[src/rtl/gpio_evt_pkg.sv]
package gpio_evt_pkg;

  typedef enum logic [1:0] {
    KIND_RISE = 2'd0,
    KIND_FALL = 2'd1,
    KIND_ANY  = 2'd2,
    KIND_NONE = 2'd3
  } evt_kind_e;

  // returns {any, fall, rise} for a current and a previous sample
  function automatic logic [2:0] edge_flags(input logic cur, input logic prev);
    return {cur ^ prev, prev & ~cur, cur & ~prev};
  endfunction

  function automatic logic kind_hit(input evt_kind_e kind, input logic r,
                                    input logic f, input logic a);
    case (kind)
      KIND_RISE: return r;
      KIND_FALL: return f;
      KIND_ANY:  return a;
      default:   return 1'b0;
    endcase
  endfunction

endpackage

[src/rtl/gpio_evt_cfg.sv]
module gpio_evt_cfg #(
  parameter int NUM_EVT  = 8,
  parameter int NUM_TASK = 8,
  parameter int SEL_W    = 5,
  parameter int SRC_W    = 3,
  parameter int ADDR_W   = 4,
  parameter int DATA_W   = 11
) (
  input  logic                            clk,
  input  logic                            rst_n,
  input  logic                            cfg_we,
  input  logic [ADDR_W-1:0]               cfg_addr,
  input  logic [DATA_W-1:0]               cfg_wdata,
  output logic [NUM_EVT-1:0]              ch_en,
  output logic [NUM_EVT-1:0][SEL_W-1:0]   ch_sel,
  output logic [NUM_EVT-1:0]              ch_reload,
  output logic [SEL_W-1:0]                reload_sel,
  output logic [NUM_TASK-1:0]             task_en,
  output logic [NUM_TASK-1:0][SRC_W-1:0]  task_src,
  output logic [NUM_TASK-1:0][1:0]        task_kind,
  output logic [NUM_TASK-1:0][SEL_W-1:0]  task_tgt
);

  localparam int KIND_LSB = SRC_W + 1;
  localparam int TGT_LSB  = SRC_W + 3;

  assign reload_sel = cfg_wdata[SEL_W-1:0];

  for (genvar i = 0; i < NUM_EVT; i++) begin : g_evt
    assign ch_reload[i] = cfg_we && (cfg_addr == ADDR_W'(i));
    always_ff @(posedge clk or negedge rst_n) begin
      if (!rst_n) begin
        ch_en[i]  <= 1'b0;
        ch_sel[i] <= '0;
      end else if (ch_reload[i]) begin
        ch_en[i]  <= cfg_wdata[SEL_W];
        ch_sel[i] <= cfg_wdata[SEL_W-1:0];
      end
    end
  end

  for (genvar j = 0; j < NUM_TASK; j++) begin : g_task
    logic hit;
    assign hit = cfg_we && (cfg_addr == ADDR_W'(NUM_EVT + j));
    always_ff @(posedge clk or negedge rst_n) begin
      if (!rst_n) begin
        task_en[j]   <= 1'b0;
        task_src[j]  <= '0;
        task_kind[j] <= 2'd0;
        task_tgt[j]  <= '0;
      end else if (hit) begin
        task_en[j]   <= cfg_wdata[0];
        task_src[j]  <= cfg_wdata[SRC_W:1];
        task_kind[j] <= cfg_wdata[KIND_LSB+1:KIND_LSB];
        task_tgt[j]  <= cfg_wdata[TGT_LSB+SEL_W-1:TGT_LSB];
      end
    end
  end

endmodule

[src/rtl/gpio_evt_channel.sv]
module gpio_evt_channel
  import gpio_evt_pkg::*;
#(
  parameter int NUM_PINS = 31,
  parameter int SEL_W    = 5
) (
  input  logic                clk,
  input  logic                rst_n,
  input  logic [NUM_PINS-1:0] pins,
  input  logic                en,
  input  logic [SEL_W-1:0]    sel,
  input  logic                reload,
  input  logic [SEL_W-1:0]    reload_sel,
  output logic                rise,
  output logic                fall,
  output logic                any_edge
);

  localparam logic [SEL_W-1:0] PIN_LIMIT = SEL_W'(NUM_PINS);

  function automatic logic pick(input logic [NUM_PINS-1:0] v, input logic [SEL_W-1:0] s);
    logic r;
    r = 1'b0;
    for (int i = 0; i < NUM_PINS; i++) begin
      if (s == SEL_W'(i)) r = v[i];
    end
    return r;
  endfunction

  logic       samp_q, prev_q;
  logic       sel_valid;
  logic [2:0] flags;

  always_ff @(posedge clk or negedge rst_n) begin
    if (!rst_n) begin
      samp_q <= 1'b0;
      prev_q <= 1'b0;
    end else if (reload) begin
      samp_q <= pick(pins, reload_sel);
      prev_q <= pick(pins, reload_sel);
    end else begin
      samp_q <= pick(pins, sel);
      prev_q <= samp_q;
    end
  end

  assign sel_valid = en && (sel < PIN_LIMIT);
  assign flags     = edge_flags(samp_q, prev_q);
  assign rise      = sel_valid & flags[0];
  assign fall      = sel_valid & flags[1];
  assign any_edge  = sel_valid & flags[2];

  assert_disabled_quiet_R1: assert property (@(posedge clk) disable iff (!rst_n)
    !en |-> !(rise || fall || any_edge));
  assert_rise_single_R2: assert property (@(posedge clk) disable iff (!rst_n)
    rise |=> !rise);
  assert_fall_single_R3: assert property (@(posedge clk) disable iff (!rst_n)
    fall |=> !fall);
  assert_any_covers_R4: assert property (@(posedge clk) disable iff (!rst_n)
    any_edge == (rise || fall));
  assert_bad_sel_quiet_R5: assert property (@(posedge clk) disable iff (!rst_n)
    (sel >= PIN_LIMIT) |-> !any_edge);
  assert_reload_quiet_R7: assert property (@(posedge clk) disable iff (!rst_n)
    reload |=> !any_edge);

endmodule

[src/rtl/gpio_evt_task.sv]
module gpio_evt_task
  import gpio_evt_pkg::*;
#(
  parameter int NUM_PINS = 31,
  parameter int NUM_EVT  = 8,
  parameter int NUM_TASK = 8,
  parameter int SEL_W    = 5,
  parameter int SRC_W    = 3
) (
  input  logic                            clk,
  input  logic                            rst_n,
  input  logic [NUM_EVT-1:0]              evt_rise,
  input  logic [NUM_EVT-1:0]              evt_fall,
  input  logic [NUM_EVT-1:0]              evt_any,
  input  logic [NUM_TASK-1:0]             task_en,
  input  logic [NUM_TASK-1:0][SRC_W-1:0]  task_src,
  input  logic [NUM_TASK-1:0][1:0]        task_kind,
  input  logic [NUM_TASK-1:0][SEL_W-1:0]  task_tgt,
  output logic [NUM_PINS-1:0]             pin_out
);

  logic [NUM_TASK-1:0] task_hit;
  logic [NUM_PINS-1:0] toggle_vec;

  always_comb begin
    for (int k = 0; k < NUM_TASK; k++) begin
      task_hit[k] = task_en[k] && kind_hit(evt_kind_e'(task_kind[k]),
                                           evt_rise[task_src[k]],
                                           evt_fall[task_src[k]],
                                           evt_any[task_src[k]]);
    end
  end

  // toggles aimed at the same pin cancel in pairs; out-of-range targets match nothing
  always_comb begin
    toggle_vec = '0;
    for (int k = 0; k < NUM_TASK; k++) begin
      for (int p = 0; p < NUM_PINS; p++) begin
        if (task_hit[k] && (task_tgt[k] == SEL_W'(p))) toggle_vec[p] = ~toggle_vec[p];
      end
    end
  end

  always_ff @(posedge clk or negedge rst_n) begin
    if (!rst_n) pin_out <= '0;
    else        pin_out <= pin_out ^ toggle_vec;
  end

  assert_idle_hold_R8: assert property (@(posedge clk) disable iff (!rst_n)
    (task_en == '0) |=> $stable(pin_out));
  assert_hit_needs_event_R8: assert property (@(posedge clk) disable iff (!rst_n)
    (task_hit != '0) |-> (evt_any != '0));

  for (genvar k = 0; k < NUM_TASK; k++) begin : g_chk
    assert_none_kind_idle_R10: assert property (@(posedge clk) disable iff (!rst_n)
      (task_kind[k] == 2'(KIND_NONE)) |-> !task_hit[k]);
  end

endmodule

[src/rtl/gpio_evt_unit.sv]
module gpio_evt_unit #(
  parameter int NUM_PINS = 31,
  parameter int NUM_EVT  = 8,
  parameter int NUM_TASK = 8,
  localparam int SEL_W   = $clog2(NUM_PINS + 1),
  localparam int SRC_W   = $clog2(NUM_EVT),
  localparam int ADDR_W  = $clog2(NUM_EVT + NUM_TASK),
  localparam int DATA_W  = 1 + SRC_W + 2 + SEL_W
) (
  input  logic                clk,
  input  logic                rst_n,
  input  logic [NUM_PINS-1:0] pin_in,
  input  logic                cfg_we,
  input  logic [ADDR_W-1:0]   cfg_addr,
  input  logic [DATA_W-1:0]   cfg_wdata,
  output logic [NUM_EVT-1:0]  evt_rise,
  output logic [NUM_EVT-1:0]  evt_fall,
  output logic [NUM_EVT-1:0]  evt_any,
  output logic [NUM_PINS-1:0] pin_out
);

  logic [NUM_EVT-1:0]             ch_en, ch_reload;
  logic [NUM_EVT-1:0][SEL_W-1:0]  ch_sel;
  logic [SEL_W-1:0]               reload_sel;
  logic [NUM_TASK-1:0]            task_en;
  logic [NUM_TASK-1:0][SRC_W-1:0] task_src;
  logic [NUM_TASK-1:0][1:0]       task_kind;
  logic [NUM_TASK-1:0][SEL_W-1:0] task_tgt;

  gpio_evt_cfg #(
    .NUM_EVT(NUM_EVT), .NUM_TASK(NUM_TASK), .SEL_W(SEL_W),
    .SRC_W(SRC_W), .ADDR_W(ADDR_W), .DATA_W(DATA_W)
  ) u_cfg (
    .clk(clk), .rst_n(rst_n), .cfg_we(cfg_we), .cfg_addr(cfg_addr),
    .cfg_wdata(cfg_wdata), .ch_en(ch_en), .ch_sel(ch_sel),
    .ch_reload(ch_reload), .reload_sel(reload_sel), .task_en(task_en),
    .task_src(task_src), .task_kind(task_kind), .task_tgt(task_tgt)
  );

  for (genvar c = 0; c < NUM_EVT; c++) begin : g_ch
    gpio_evt_channel #(.NUM_PINS(NUM_PINS), .SEL_W(SEL_W)) u_ch (
      .clk(clk), .rst_n(rst_n), .pins(pin_in), .en(ch_en[c]), .sel(ch_sel[c]),
      .reload(ch_reload[c]), .reload_sel(reload_sel),
      .rise(evt_rise[c]), .fall(evt_fall[c]), .any_edge(evt_any[c])
    );
  end

  gpio_evt_task #(
    .NUM_PINS(NUM_PINS), .NUM_EVT(NUM_EVT), .NUM_TASK(NUM_TASK),
    .SEL_W(SEL_W), .SRC_W(SRC_W)
  ) u_task (
    .clk(clk), .rst_n(rst_n), .evt_rise(evt_rise), .evt_fall(evt_fall),
    .evt_any(evt_any), .task_en(task_en), .task_src(task_src),
    .task_kind(task_kind), .task_tgt(task_tgt), .pin_out(pin_out)
  );

  // two enabled channels watching one pin, neither just reloaded, agree
  for (genvar a = 1; a < NUM_EVT; a++) begin : g_pair
    assert_shared_pin_R6: assert property (@(posedge clk) disable iff (!rst_n)
      ($past(ch_en[0] && ch_en[a] && ch_sel[0] == ch_sel[a]
             && !ch_reload[0] && !ch_reload[a]) && $stable(ch_sel[0]) && $stable(ch_sel[a])
       && ch_en[0] && ch_en[a] && !$past(ch_reload[0]) && !$past(ch_reload[a]))
      |-> (evt_any[0] == evt_any[a]));
  end

endmodule

[config.mk]
export PLATFORM = sky130hd
export DESIGN_NAME = gpio_evt_unit
export DESIGN_NICKNAME = d
export VERILOG_FILES = /design/src/rtl/gpio_evt_pkg.sv /design/src/rtl/gpio_evt_cfg.sv /design/src/rtl/gpio_evt_channel.sv /design/src/rtl/gpio_evt_task.sv /design/src/rtl/gpio_evt_unit.sv
export SDC_FILE = /design/constraint.sdc
export NUM_CORES = 1
export LEC_CHECK = 0
export BUFFER_PORTS_ARGS = -buffer_cell sky130_fd_sc_hd__buf_2
export CAP_MARGIN = 20
export CORE_MARGIN = 1
export CORE_UTILIZATION = 35
export CTS_CLUSTER_DIAMETER = 120
export DETAILED_ROUTE_END_ITERATION = 16
export PLACE_DENSITY_LB_ADDON = 0.12
export SLEW_MARGIN = 20
export SYNTH_ARGS = -nofsm -noshare
export SYNTH_HDL_FRONTEND = slang
export SYNTH_SLANG_ARGS = --single-unit
export TNS_END_PERCENT = 50
[constraint.sdc]
create_clock -name clk -period 4.36 [get_ports clk]
set_input_delay 0.436 -clock clk [delete_from_list [all_inputs] [get_ports clk]]
set_output_delay 0.436 -clock clk [all_outputs]
set_load 0.02 [all_outputs]
==> results.md, run 1 <==
* Hold wc startpoint: cfg_wdata[10]
* Final nets at 2,199
* R2R Path End: u_task.pin_out[21]
* Switching Fraction at 45.9%
* Dominant cell by count in the synthesized netlist: nand2_1
* Clock net sink count at 183
* Leak at 8.07 nW
* Crit path top cell by count: xnor3_1
* Net switching power figure at 0.00434 W
* Placer Congestion at 0.995
* ANT cells at 0
* Met2 GRT Util at 43.5%
* Crit path launch type: flop
* Share of cells above drive strength 1 at 19.3%
* Post_cts resized at 0
* Clock power share at 18.0%
* Worst-path fanout max at 13
* Die ar. at 53,300 µm²
* # rows at 83
* Sequential share of power at 30.2%
* Crit-path max cell delay at 0.56 ns
* Peak VDD IR at 0.393 mV
* Setup TNS at 0 ns
* Top-area cell type share of the netlist area at 25.0%
* Distinct cell type count after synthesis at 99
* Setup bufs post-CTS at 0
* Crit-path cells: and2_1 -> a21oi_2 -> mux4_2 -> mux2_2 -> a311oi_2 -> buf_4 -> nor4bb_1 -> xnor3_1 -> xnor2_1 -> xnor3_1
* Global-route wire length before repair at 112,000 µm
* Die W at 231 µm
* Status: complete, no violations
* R2R Path Start: u_cfg.ch_sel[38]
* Hold path depth at 3
* Hpwl dp at 57,600 µm
* TritonCTS clock tree: built
* Post-synth EDFFs at 0
* CTS max path bufs at 2
* RSZ-0062 raised after global routing: false
* Combinational Power Share at 51.7%
* Synth area leaders: dfrtp_1, xnor3_1, mux2_2, nand2_1, mux4_2
* Seq/Total Area, Yosys at 25.0%
* Util after Layout at 38.9%
* Hold Path Sink: u_cfg.task_tgt[9]
* Cell Pwr Density at 472 nW/µm²
* Vias at 17,390
* Total power draw at 0.00946 W
* Core Region at 51,500 µm²
* WL final at 76,400 µm
* Worst Skew at 0.0199 ns
* Root Buffer: clkbuf_16
* Post-layout min period at 4.09 ns
* CP arrival at 4.48 ns
* Avg WL per Cell at 27.0 µm
* Yosys warns at 0
* Final period util at 93.7%
* Cell Area, Synth at 18,300 µm²
* Clock transition at the registers of the reported paths at 0.08 ns
* Vias in the first global route at 16,131
* Setup violators final at 0
* Filler instances at 5,361
* Mapped Avg Cell Area at 8.61 µm²
* Hold WS at 0.339 ns
* Crit. End Element: flop
* Antenna violations before repair at 1
* Area leader, netlist: dfrtp_1
* Final hold vios at 0
* DR pass1 iterations at 8
* Residual DRC at 0
* Pin count of the biggest net entering global routing at 117
* Crit Path Category: flop to flop
* CP max stage cell: dfrtp_1
* Fmax at 0.245 GHz
* Hold Path Class: input port to flop
* Remaining Overflow, GRT at 0
* Area Overhead vs Synth at 9.25%
* Chip height at 231 µm
* PortBufs at 103
* CP startpoint: u_cfg.ch_sel[38]
* Met3 usage at 4.87%
* GRT Total Usage at 28.7%
* Crit path required time at 4.75 ns
* Slew @ Worst Pin at 0.900 ns
* Commonest cells in the synthesized netlist: nand2_1, dfrtp_1, clkbuf_1
* CTS Buf Count at 17
* Flops & latches, synth at 183
* Relative slew slack at 40.0%
* Syn Nets at 2,197
* GR peak layer: met2
* Ports at 104
* FF-to-FF setup slack at 0.27 ns
* Worst-Skew Late Latency at 0.51 ns
* Sequential cell area at 4580 µm²
* Count of final max-slew check failures at 0
* Cells after Synth at 2,132
* Multi-input logic area at 12,500 µm²
* Top_reg_cell synth: dfrtp_1
* Cell internal pwr at 0.00512 W
* FFs w/ async S/R, synth at 100%
* 1st-iter DRT viols at 1,980
* Crit path buf inv count at 1
* Met1 Usage GRT at 41.1%
* Worst path top cell family by delay: XOR/XNOR gates
* Starting Density at 35.6%
* Vias per cell at 6.15
* CTS HTree Levels at 4
* Critical Path Stages at 10
* Max-Cap Viols at 0
* Reg2Reg Depth at 10
* Antenna-violating nets left at 0
* Area after DPL at 19,400 µm²
* Design Area, Final at 20,000 µm²
==> flip-flops by register name (all words and copies together), names as in the netlist <==
register and count:
u_cfg.ch_sel 40, u_cfg.task_en 8, g_ch.u_ch.prev_q 8, u_task.pin_out 31, u_cfg.task_tgt 40, u_cfg.task_src 24, u_cfg.task_kind 16, g_ch.u_ch.samp_q 8
u_cfg.ch_en 8
==> metrics by stage <==
step	worst slack [ns]	cells
6_report	0.275	2827
2_1_floorplan	1.23	2132
4_1_cts	0.304	2827
3_3_place_gp	0.361	2794
5_1_grt	0.000135	2827
3_5_place_dp	0.316	2794
==> final cells by class <==
| class | count | share of cell area, % |
|---|---|---|
| Clock buffer | 20 | 2.33 |
| Inverter | 75 | 1.40 |
| Clock inverter | 12 | 0.762 |
| Sequential cell | 183 | 22.8 |
| Multi-Input combinational cell | 1659 | 62.2 |
| Timing Repair Buffer | 198 | 6.25 |
| Tap cell | 680 | 4.24 |
==> worst max-delay path by stage <==
stage / endpoint
3_3_place_gp: u_task.pin_out[21]
6_report: u_task.pin_out[21]
2_1_floorplan: u_task.pin_out[21]
4_1_cts: u_task.pin_out[23]
5_1_grt: u_task.pin_out[23]
3_5_place_dp: u_task.pin_out[23]
==> what timing repair did <==
item	4_1_cts	5_1_grt
endpoints found under the setup margin	0	0
hold buffers	1	0
hold endpoints to repair	67	0
==> layout by cell type, fill, tap and decap left out, types with 42 or more instances in the layout <==
| master | netlist | routed |
|---|---|---|
| nand2_1 | 205 | 205 |
| dfrtp_1 | 183 | 183 |
| nor2_1 | 133 | 132 |
| o21ai_0 | 112 | 112 |
| mux2_2 | 106 | 106 |
| buf_2 | 16 | 102 |
| nor3_1 | 97 | 97 |
| buf_4 | 36 | 93 |
| nand3_1 | 78 | 78 |
| inv_1 | 72 | 72 |
| a21oi_1 | 68 | 68 |
| xnor3_1 | 66 | 66 |
| xnor2_1 | 64 | 64 |
| a211oi_1 | 55 | 55 |
| nor2b_1 | 54 | 54 |
| nand2b_1 | 49 | 49 |
| nand4_1 | 44 | 44 |
| xor2_1 | 42 | 42 |
==> worst min-delay path: stages <==
cell	delay [ns]
buf_2	0.20
nand2_1	0.08
o21ai_0	0.07
==> power by group through the flow <==
stage	clock, W	sequential [W]	combinational, W
final	0.00171	0.00286	0.00489
after global routing	0.00180	0.00294	0.00525
after CTS	0.00175	0.00284	0.00484
after detailed placement	0	0.00287	0.00483
after global placement	0	0.00285	0.00480
after floorplan	0	0.00269	0.00354
==> cell families (layout without fill, tap and decap cells) <==
group | count (synthesis) | count (layout) | synth area share, %
AOI/OAI and AO/OA | 475 | 475 | 18.0
xor gates and xnor gates | 178 | 178 | 13.9
adders and majority gates | 16 | 16 | 1.09
buffers and inverters | 290 | 305 | 7.17
DFF | 183 | 183 | 25.0
muxes | 162 | 162 | 11.4
and+or+nand+nor | 828 | 828 | 23.6
==> per-layer routing <==
layer / up-vias / share of wire [%]
li1: 7792 / -
met1: 8613 / 45
met2: 849 / 44
met3: 134 / 7.7
met4: 2 / 2.9
met5: - / 0.017
Power figures use the tool's default switching activity.
==> run 2: changes to the inputs <==
--- a/config.mk
+++ b/config.mk
@@ -5,12 +5,12 @@
 export SDC_FILE = /design/constraint.sdc
 export NUM_CORES = 1
 export LEC_CHECK = 0
-export BUFFER_PORTS_ARGS = -buffer_cell sky130_fd_sc_hd__buf_2
 export CAP_MARGIN = 20
 export CORE_MARGIN = 1
 export CORE_UTILIZATION = 35
 export CTS_CLUSTER_DIAMETER = 120
 export DETAILED_ROUTE_END_ITERATION = 16
+export DONT_BUFFER_PORTS = 1
 export PLACE_DENSITY_LB_ADDON = 0.12
 export SLEW_MARGIN = 20
 export SYNTH_ARGS = -nofsm -noshare
==> constraint.sdc (replaced) <==
create_clock -name clk -period 4.36 [get_ports clk]
set_input_delay 0.436 -clock clk [delete_from_list [all_inputs] [get_ports clk]]
set_output_delay 0.436 -clock clk [all_outputs]
set_load 0.005 [all_outputs]
==> results.md, run 2 (synthesis gave the netlist of run 1 again) <==
* Status: finished, violations left
* Failing checks: hold timing
* Setup bufs post-CTS at 0 (unchanged)
* DR pass1 iterations at 5 (-3)
* Remaining Overflow, GRT at 0 (unchanged)
* Crit path buf inv count at 1 (unchanged)
* R2R Path Start: u_cfg.ch_sel[14]
* Post_cts resized at 0 (unchanged)
* CTS max path bufs at 2 (unchanged)
* Antenna violations before repair at 5 (+4)
* Hold Path Class: input port to asynchronous set/reset pin
* Vias in the first global route at 15,697 (-2.7%)
* Antenna-violating nets left at 0 (unchanged)
* Die W at 231 µm (unchanged)
* TritonCTS clock tree: built
* Crit path top cell by count: xnor3_1
* Max-Cap Viols at 0 (unchanged)
* Avg WL per Cell at 28.5 µm (+5.3%)
* Final nets at 2,078 (-5.5%)
* Hpwl dp at 56,600 µm (-1.6%)
* Crit-path cells: and3_1 -> a21oi_2 -> mux4_2 -> mux2_4 -> a311oi_4 -> buf_4 -> nor4_2 -> xnor3_1 -> xnor2_1 -> xnor3_1
* Pin count of the biggest net entering global routing at 184 (+57%)
* Commonest non-fill, non-tap cell in the layout: nand2_1
* WL final at 77,000 µm (+0.83%)
* Hold WS at -0.365 ns (-0.704 ns)
* Setup TNS at 0 ns (unchanged)
* Clock transition at the registers of the reported paths at 0.08 ns (about the same)
* Peak VDD IR at 0.374 mV (-4.8%)
* Crit path required time at 4.74 ns (about the same)
* CP arrival at 4.54 ns (+0.06 ns)
* Slew @ Worst Pin at 1.00 ns (+0.101 ns)
* Placer Congestion at 0.976 (-1.9%)
* Leak at 7.48 nW (-7.3%)
* Crit. End Element: flop
* CTS Buf Count at 17 (unchanged)
* CP startpoint: u_cfg.ch_sel[14]
* Clock net sink count at 183 (unchanged)
* Crit Path Category: flop to flop
* Root Buffer: clkbuf_16
* Largest registers: u_cfg.ch_sel (40), u_cfg.task_tgt (40), u_task.pin_out (31)
* Cell Pwr Density at 451 nW/µm² (-4.4%)
* Core Region at 51,500 µm² (unchanged)
* Worst-path fanout max at 24 (+11)
* Residual DRC at 0 (unchanged)
* Share of cells above drive strength 1 at 14.6% (-4.7 points)
* Total power draw at 0.00870 W (-8.0%)
* Vias per cell at 6.14 (-0.14%)
* Post-layout min period at 4.16 ns (+0.0734 ns)
* # rows at 83 (unchanged)
* 1st-iter DRT viols at 1,610 (-19%)
* Vias at 16,623 (-4.4%)
* Starting Density at 35.6% (unchanged)
* CTS HTree Levels at 4 (unchanged)
* Count of final max-slew check failures at 0 (unchanged)
* Area Overhead vs Synth at 5.18%
* GRT Total Usage at 29.0% (+0.25 points)
* Global-route wire length before repair at 112,000 µm (-0.17%)
* CP max stage cell: dfrtp_1
* Chip height at 231 µm (unchanged)
* Relative slew slack at 32.8% (-7.2 points)
* Worst path top cell family by delay: XOR/XNOR gates
* Ports at 104 (unchanged)
* PortBufs at 0 (-100%)
* Fmax at 0.240 GHz (-1.8%)
* Crit path launch type: flop
* Filler instances at 5,400 (+0.73%)
* Most frequent cells in the layout: nand2_1, dfrtp_1, nor2_1
* Worst-Skew Late Latency at 0.50 ns (about the same)
* Final hold vios at 183 (+183)
* Final period util at 95.4% (+1.7 points)
* Die ar. at 53,300 µm² (unchanged)
* Worst Skew at 0.0166 ns (-0.00327 ns)
* Crit-path max cell delay at 0.53 ns (-0.03 ns)
* Setup violators final at 0 (unchanged)
* RSZ-0062 raised after global routing: false
==> run 2: stage by stage <==
stage               setup slack [ns]  cells  util (%)  hold slack, ns  area (µm²)
floorplan                       1.23   2132         -           0.140       18300
global placement               0.291   2673      36.4           0.154       18700
detailed placement             0.311   2673      36.4           0.153       18700
CTS                            0.290   2704      37.4          -0.393       19300
global route                  0.0626   2705      37.5          -0.394       19300
finish                         0.202   2706      37.5          -0.365       19300
==> run 2: area by class of cell <==
class / count / area (µm²) / area share [%]
flip-flops and latches: 183 / 4580 / 23.7
repair buffers: 77 / 578 / 3.00
clock buffers: 17 / 425 / 2.20
well taps: 680 / 851 / 4.41
inverters: 75 / 282 / 1.46
clock inverters: 14 / 111 / 0.577
multi-input cells: 1659 / 12500 / 64.6
diodes: 1 / 2.50 / 0.0130
==> run 2: report_power, final <==
| group | switching (W) | internal (W) | total (W) | leakage [nW] |
|---|---|---|---|---|
| Sequential | 0.000766 | 0.00218 | 0.00295 | 2.26 |
| Combinational | 0.00235 | 0.00186 | 0.00421 | 4.96 |
| Clock | 0.000810 | 0.000739 | 0.00155 | 0.264 |
==> run 2: worst register-to-register path, cell delays in order (launching register included) <==
cell and delay [ns]:
dfrtp_1 0.53, and3_1 0.49, a21oi_2 0.26, mux4_2 0.52
mux2_4 0.29, a311oi_4 0.28, buf_4 0.31, nor4_2 0.12
xnor3_1 0.38, xnor2_1 0.39, xnor3_1 0.47
==> run 2: path summary, 6_finish.rpt <==
path | endpoint | slack, ns | cells after the start
hold / removal | u_cfg.task_kind[15] | -0.36 | 0
hold reg to reg | g_ch[4].u_ch.prev_q | 0.52 | 2
min in group clk | u_cfg.ch_en[7] | 0.05 | 2
setup reg to reg | u_task.pin_out[21] | 0.20 | 10
setup / recovery | u_task.pin_out[21] | 0.20 | 10
max in group asynchronous | u_cfg.task_tgt[21] | 4.45 | 0
==> run 2: layer usage <==
metal	vias up	GRT usage, %	share of wire [%]
met2	699	44.5	45
li1	7547	-	-
met1	8246	39.0	43
met5	-	0	0
met3	131	7.65	8.6
met4	0	10.1	3.2
